File: config.mk
export PLATFORM = sky130hd
export DESIGN_NAME = branchHistPredictor
export DESIGN_NICKNAME = d
export VERILOG_FILES = /design/src/rtl/bhtPkg.sv /design/src/rtl/bhtCtrl.sv /design/src/rtl/bhtTable.sv /design/src/rtl/bhtPredictFn.sv /design/src/rtl/branchHistPredictor.sv
export SDC_FILE = /design/constraint.sdc
export NUM_CORES = 2
export LEC_CHECK = 0
export BUFFER_PORTS_ARGS = -buffer_cell sky130_fd_sc_hd__buf_2
export CAP_MARGIN = 15
export CORE_MARGIN = 1.5
export CORE_UTILIZATION = 60
export CTS_BUF_LIST = sky130_fd_sc_hd__clkbuf_8
export CTS_CLUSTER_DIAMETER = 60
export DETAILED_ROUTE_END_ITERATION = 16
export PLACE_DENSITY = 0.76
export REMOVE_ABC_BUFFERS = 1
export SYNTH_ARGS = -nofsm -noshare
export SYNTH_HDL_FRONTEND = slang
export SYNTH_HIERARCHICAL = 1
export SYNTH_SLANG_ARGS = --single-unit
File: constraint.sdc
create_clock -name clk -period 5.2 [get_ports clk]
set_input_delay 1.04 -clock clk [delete_from_list [all_inputs] [get_ports clk]]
set_output_delay 1.04 -clock clk [all_outputs]
set_load 0.05 [all_outputs]
File: src/rtl/bhtPkg.sv
package bhtPkg;

  // One row of the history table: two recorded outcomes, 1 = taken.
  typedef struct packed {
    logic older;
    logic newer;
  } histT;

  localparam histT HIST_INIT = '{older: 1'b0, newer: 1'b0};

  // Strobes from the control module to the table datapath.
  typedef struct packed {
    logic wrEn;
    logic wrTaken;
  } ctrlStrobeT;

endpackage

File: src/rtl/bhtCtrl.sv
module bhtCtrl
  import bhtPkg::*;
#(
  parameter int PC_W   = 32,
  parameter int IDX_LO = 2,
  parameter int IDX_W  = 10
) (
  input  logic [PC_W-1:0]  fetchPc,
  input  logic             resolveValid,
  input  logic [PC_W-1:0]  resolvePc,
  input  logic             resolveTaken,
  output logic [IDX_W-1:0] rdIdx,
  output logic [IDX_W-1:0] wrIdx,
  output ctrlStrobeT       strobe
);

  localparam int IDX_HI = IDX_LO + IDX_W - 1;

  // Bits that play no part in row selection (aliasing is intended).
  logic unusedPcBits;
  assign unusedPcBits = ^{fetchPc[PC_W-1:IDX_HI+1], fetchPc[IDX_LO-1:0],
                          resolvePc[PC_W-1:IDX_HI+1], resolvePc[IDX_LO-1:0]};

  always_comb begin
    rdIdx          = fetchPc[IDX_HI:IDX_LO];
    wrIdx          = resolvePc[IDX_HI:IDX_LO];
    strobe.wrEn    = resolveValid;
    strobe.wrTaken = resolveValid & resolveTaken;
  end

endmodule

File: src/rtl/bhtTable.sv
module bhtTable
  import bhtPkg::*;
#(
  parameter int IDX_W = 10
) (
  input  logic             clk,
  input  logic             rstN,
  input  ctrlStrobeT       strobe,
  input  logic [IDX_W-1:0] wrIdx,
  input  logic [IDX_W-1:0] rdIdx,
  output histT             rdHist
);

  localparam int DEPTH = 1 << IDX_W;

  logic [2*DEPTH-1:0] histFlat;

  for (genvar i = 0; i < DEPTH; i++) begin : gRow
    histT rowQ;
    logic rowHit;
    assign rowHit = strobe.wrEn && (wrIdx == IDX_W'(i));

    always_ff @(posedge clk or negedge rstN) begin
      if (!rstN) begin
        rowQ <= HIST_INIT;
      end else if (rowHit) begin
        rowQ <= '{older: rowQ.newer, newer: strobe.wrTaken};
      end
    end

    assign histFlat[2*i +: 2] = rowQ;
  end

  // Read path comes straight from the registers: it shows pre-write contents.
  assign rdHist = histT'(histFlat[2*rdIdx +: 2]);

endmodule

File: src/rtl/bhtPredictFn.sv
module bhtPredictFn
  import bhtPkg::*;
(
  input  histT hist,
  output logic taken
);

  // Guess not-taken only when both recorded outcomes were not-taken.
  always_comb begin
    unique case ({hist.older, hist.newer})
      2'b00:   taken = 1'b0;
      default: taken = 1'b1;
    endcase
  end

endmodule

File: src/rtl/branchHistPredictor.sv
module branchHistPredictor
  import bhtPkg::*;
#(
  parameter int PC_W   = 32,
  parameter int IDX_LO = 2,
  parameter int IDX_W  = 10
) (
  input  logic            clk,
  input  logic            rstN,
  input  logic [PC_W-1:0] fetchPc,
  output logic            predTaken,
  output logic [1:0]      fetchHistory,
  input  logic            resolveValid,
  input  logic [PC_W-1:0] resolvePc,
  input  logic            resolveTaken
);

  logic [IDX_W-1:0] rdIdx;
  logic [IDX_W-1:0] wrIdx;
  ctrlStrobeT       strobe;
  histT             rdHist;

  bhtCtrl #(.PC_W(PC_W), .IDX_LO(IDX_LO), .IDX_W(IDX_W)) uCtrl (
    .fetchPc      (fetchPc),
    .resolveValid (resolveValid),
    .resolvePc    (resolvePc),
    .resolveTaken (resolveTaken),
    .rdIdx        (rdIdx),
    .wrIdx        (wrIdx),
    .strobe       (strobe)
  );

  bhtTable #(.IDX_W(IDX_W)) uTable (
    .clk    (clk),
    .rstN   (rstN),
    .strobe (strobe),
    .wrIdx  (wrIdx),
    .rdIdx  (rdIdx),
    .rdHist (rdHist)
  );

  bhtPredictFn uPredict (
    .hist  (rdHist),
    .taken (predTaken)
  );

  assign fetchHistory = rdHist;

endmodule

After elaboration in Yosys (flattened, before gate mapping)
Index checks and enable logic that the tools add are counted.
{ "word_totals": {"inputBits": 68, "regBits": 2048, "out_inout_bits": 3} }
{ "classes": {"bitwise": 1, "n_reduce_logical": 1026, "mux": 1, "n_eq_ne": 1023, "shifts": 1} }
{ "ops": {"columns": ["operator", "count"], "rows": [
  ["$eq 10x10->1 const B", 512],
  ["$eq 10x9->1 const B", 256],
  ["$shiftx 2048x12->2", 1],
  ["$eq 10x8->1 const B", 128],
  ["$logic_and 1x1->1", 1024],
  ["$eq 10x7->1 const B", 64],
  ["$eq 10x6->1 const B", 32],
  ["$eq 10x5->1 const B", 16],
  ["$eq 10x4->1 const B", 8],
  ["$eq 10x3->1 const B", 4],
  ["$eq 10x2->1 const B", 2],
  ["$eq 10x1->1 const B", 1],
  ["$logic_not 10->1", 1],
  ["$logic_not 2->1", 1],
  ["$and 1x1->1", 1],
  ["$mux 1", 1]
]} }

Logic depth before layout (Yosys ltp)
{ "depth": {"word_depth": 3, "depth_mapped": 16, "ltp_nobuf": 9} }

By module
The synthesis kept the hierarchy.
{ "modules_own_cells": {"columns": ["module", "cells_each", "n_inst", "area_each_um2", "seq_area_each_um2"], "rows": [
  ["bhtTable", 7146, 1, 97858.9, 51249.2],
  ["bhtCtrl", 22, 1, 163.9, 0.0],
  ["bhtPredictFn", 1, 1, 6.3, 0.0]
]} }

Least setup slack after synthesis
OpenSTA, ideal clock, no wires.
{ "synth_timing": {"path_kind": "in2out", "startpoint": "in fetchPc[2]", "endpoint": "out predTaken", "required_ns": 4.160, "n_path_buf": 4, "cell_stages": 11, "t_arrival_ns": 4.260, "path_slack_ns": -0.100, "path_cell_list": "buf_4 -> buf_6 -> buf_6 -> buf_2 -> mux4_2 -> mux4_2 -> a22oi_1 -> nand4_1 -> nand4_1 -> o2111ai_1 -> or2_1"} }
{ "synth_via": {"elab_chain_len": 3} }
{ "synth_rtl": {"columns": ["item", "line_no", "source"], "rows": [
  ["from (decl)", "branchHistPredictor.sv:10", "input logic [PC_W-1:0] fetchPc,"],
  ["$shiftx 2048x12->2", "bhtTable.sv:35", "assign rdHist = histT'(histFlat[2*rdIdx +: 2]);"],
  ["named net fetchHistory[0]", "branchHistPredictor.sv:12", "output logic [1:0] fetchHistory,"],
  ["$logic_not 2->1", "bhtPredictFn.sv:10", "unique case ({hist.older, hist.newer})"],
  ["$mux 1", "bhtPredictFn.sv:10", null],
  ["to (decl)", "branchHistPredictor.sv:11", "output logic predTaken,"]
]} }
The timed path passes the listed nets, and every way through them passes these cells.

Final worst setup path
{ "layout_timing": {"startpoint": "in fetchPc[2]", "endpoint": "out predTaken"} }
{ "layout_via": {"elab_chain_len": 3} }
{ "layout_rtl": {"columns": ["item", "line_no"], "rows": [
  ["$shiftx 2048x12->2", "bhtTable.sv:35"],
  ["$logic_not 2->1", "bhtPredictFn.sv:10"],
  ["$mux 1", "bhtPredictFn.sv:10"]
]} }
No other way between the ends.

==> impl_metrics.ini <==
[critical_path]
r2r_slack_ps = 4370
path_delay_family = multiplexers
endpoint_kind = output pin
cp_num_cells = 12
slowest_delay_ps = 530
worstSetupStartpointType = input port
worst-path-buf-inv = 5
cpMaxStageDelayCell = mux4_2
rr_worst_depth = 1
crit_chain = buf_16 -> buf_16 -> buf_12 -> buf_12 -> mux4_2 -> mux4_2 -> a22oi_2 -> nand4_1 -> nand4_1 -> o2111ai_4 -> or2_1 -> buf_6
path_class = in -> out
r2r_end = uTable/gRow[802].rowQ[1]
crit_required_ps = 4160
worstPathMaxFanout = 8
reg2reg_from = uTable/gRow[802].rowQ[0]
worst_ep_arrival_time_ps = 4340

[sta]
setup_viol = 3
tightest_slew_ps = 1180
fin_crit_ps = 5380
grt_setup_unrepaired = yes
fmax_mhz = 186
hold_viol = 0
fin_ws_ps = -180
skew_ps = 64.7
relSlewSlack_pct = 21.3
slew_viol_final = 0
min_period_over_period_pct = 103

[synthesis]
synthFlopType = dfrtp_1
synth_edf_count = 0
netlist_instances = 7169
synth-simple-area-share_pct = 6.37
synth_top_family_by_area = multiplexers
yosysSeqAreaShare_pct = 52.3
synthXorXnorAreaFrac_pct = 0
synthMuxAreaShare_pct = 36.2
synth_compound_area_share_pct = 2.45
synthAdderAreaFrac_pct = 0
synth.cell_area_um2 = 98000
synth_cell_type_count = 57
synth_area_per_cell_um2 = 13.7
ys.warnings.count = 6
synthArstFlopShare_pct = 100
ys_ff_latch = 2048

[clocking]
cts_hold_buf = 0
insertion_delay_ps = 1060
clockBufferDepth = 4
numCtsBuffers = 353
clkTransAtPathRegs_ps = 60
cts_root_buffer = clkbuf_8
clock-sinks = 2048
ctsHtreeMaxLevel = 5
cts_tree = built

[floorplanning]
chipWidth_um = 407
start_util_pct = 60.4
pin_count = 71
die_h_um = 407
die-area_um2 = 166000
core_area_um2 = 162000
fp-row-count = 148

[global_routing]
grt_first_pass_wirelength_um = 420000
grt_max_degree = 139
overflow = 0
grt_usage_pct = 33.3
antenna_found_initial = 12
grt_pass1_vias = 69000

[cells_and_area]
top_register = uTable/gRow.rowQ
drive_above_1_share_pct = 46.6
reg_top3 = uTable/gRow.rowQ: 2048 flops
seqCellArea_um2 = 51200
final_util_pct = 68.5
multi_input_area_um2 = 44900
fill_cells = 11100
largest_register_ffs = 2048
syn2layout_area_growth_pct = 13.5
finalNetCount = 7596
layout.cells.non_filler = 9954

[place]
placed_cells = 9298
gp_congestion = 0.993
dp_hpwl_um = 180000
place.port_buffers = 26

[drt]
ant_nets = 0
wl_per_cell_um = 27.7
firstDrtPassIters = 5
remaining_drc_errors = 0
vias = 64800
via_per_inst = 6.51
wl_um = 275000
initialDrtViolationCount = 6263

[outcome]
violations = setup timing
outcome = finished, violations left

[power]
p_leak_nw = 52.7
ir_worst_vdd_uv = 304
p_per_area_nw_per_um2 = 295

[flow_run]
maxCapViolCount = 0

[hold_path]
hold_class = in -> async
routing by layer:
layer,wire (um),track usage (%)
met1,107000,44.1
met2,128000,51.1
met3,23800,7.86
met4,15800,18.0
met5,51,0
layout by cell type, fill, tap and decap left out, types with 10 or more instances in the layout:
cell,synthesis,routed
o221ai_2,2,11
o22ai_1,54,47
inv_1,3,99
buf_12,16,99
nor2b_1,15,13
dfrtp_1,2048,2048
a22oi_1,52,44
nand2_2,0,10
nor3_1,53,29
o21ai_0,35,25
nand3_1,111,108
mux4_2,437,441
clkinv_2,0,35
mux2_2,2048,2048
clkbuf_8,0,449
o221ai_1,82,73
mux2i_1,223,218
buf_6,25,12
buf_2,33,19
a21oi_1,76,68
nor2_1,629,616
nand2_1,689,678
nand2b_1,13,12
diode_2,0,11
nor3_2,0,17
buf_16,0,14
buf_4,39,348
logic make-up (layout without fill, tap and decap cells):
logic type             Yosys count  after routing
muxes                         2720           2720
DFF                           2048           2048
and+or+nand+nor               1553           1553
buffers and inverters          501           1100
AOI/OAI and AO/OA              347            347
other                            0             11
worst max path at each step:
stage	from	to	slack, ps
floorplan	resolveTaken	uTable/gRow[1000].rowQ[0]	-10200
global placement	fetchPc[2]	predTaken	-850
CTS	fetchPc[2]	predTaken	-80
detailed placement	fetchPc[2]	predTaken	-810
finish	fetchPc[2]	predTaken	-180
global route	fetchPc[2]	predTaken	-230
final cells by class:
class	count	area share (%)
clock buffer	449	5.56
antenna	11	0.0247
clock inverter	146	0.707
timing repair buffer	500	4.85
multi-input combinational	4620	40.3
inverter	5	0.0191
sequential	2048	46.1
tap	2175	2.45
metrics by stage:
step / TNS [ps] / total power [W] / instance area, um^2 / hold WS [ps] / setup slack (ps)
2_1_floorplan: - / 0.0169 / 95400 / 470 / -10200
3_3_place_gp: -1970 / 0.0183 / 103000 / 481 / -850
3_5_place_dp: -1940 / 0.0184 / 103000 / 487 / -814
4_1_cts: -109 / 0.0329 / 111000 / 37.3 / -84.8
5_1_grt: -487 / 0.0338 / 111000 / 82.3 / -233
6_report: -395 / 0.0328 / 111000 / 53.9 / -180
power breakdown:
group	internal [W]	total, W	switching [W]
clock	0.00799	0.0145	0.00655
sequential	0.0160	0.0161	0.0000489
combinational	0.000706	0.00217	0.00146
cell usage after synthesis (3+ instances only):
cell type	n	area [um^2]
a211oi_1	10	75.1
a21boi_0	3	22.5
a21oi_1	76	380
a221oi_1	4	35.0
a22o_1	5	43.8
a22oi_1	52	390
and2_1	4	25.0
and3_1	4	25.0
buf_1	47	176
buf_12	16	320
buf_2	33	165
buf_4	39	293
buf_6	25	282
buf_8	15	225
clkbuf_1	321	1200
dfrtp_1	2048	51200
inv_1	3	11.3
mux2_2	2048	23100
mux2i_1	223	2230
mux4_1	12	315
mux4_2	437	9840
nand2_1	689	2590
nand2b_1	13	81.3
nand3_1	111	556
nand4_1	7	43.8
nor2_1	629	2360
nor2b_1	15	93.8
nor3_1	53	265
nor3b_1	4	30.0
nor4_1	10	62.6
o211ai_1	6	45.0
o21ai_0	35	175
o21ai_1	4	20.0
o221ai_1	82	718
o22ai_1	54	338
repair_timing:
item / in CTS / in global routing
gates resized for setup: 109 / 61
setup buffers: 35 / 13
pin swaps: 24 / 29
cloned: 6 / 0
endpoints found under the setup margin: 3 / 3
(Power assumes the default switching activity.)
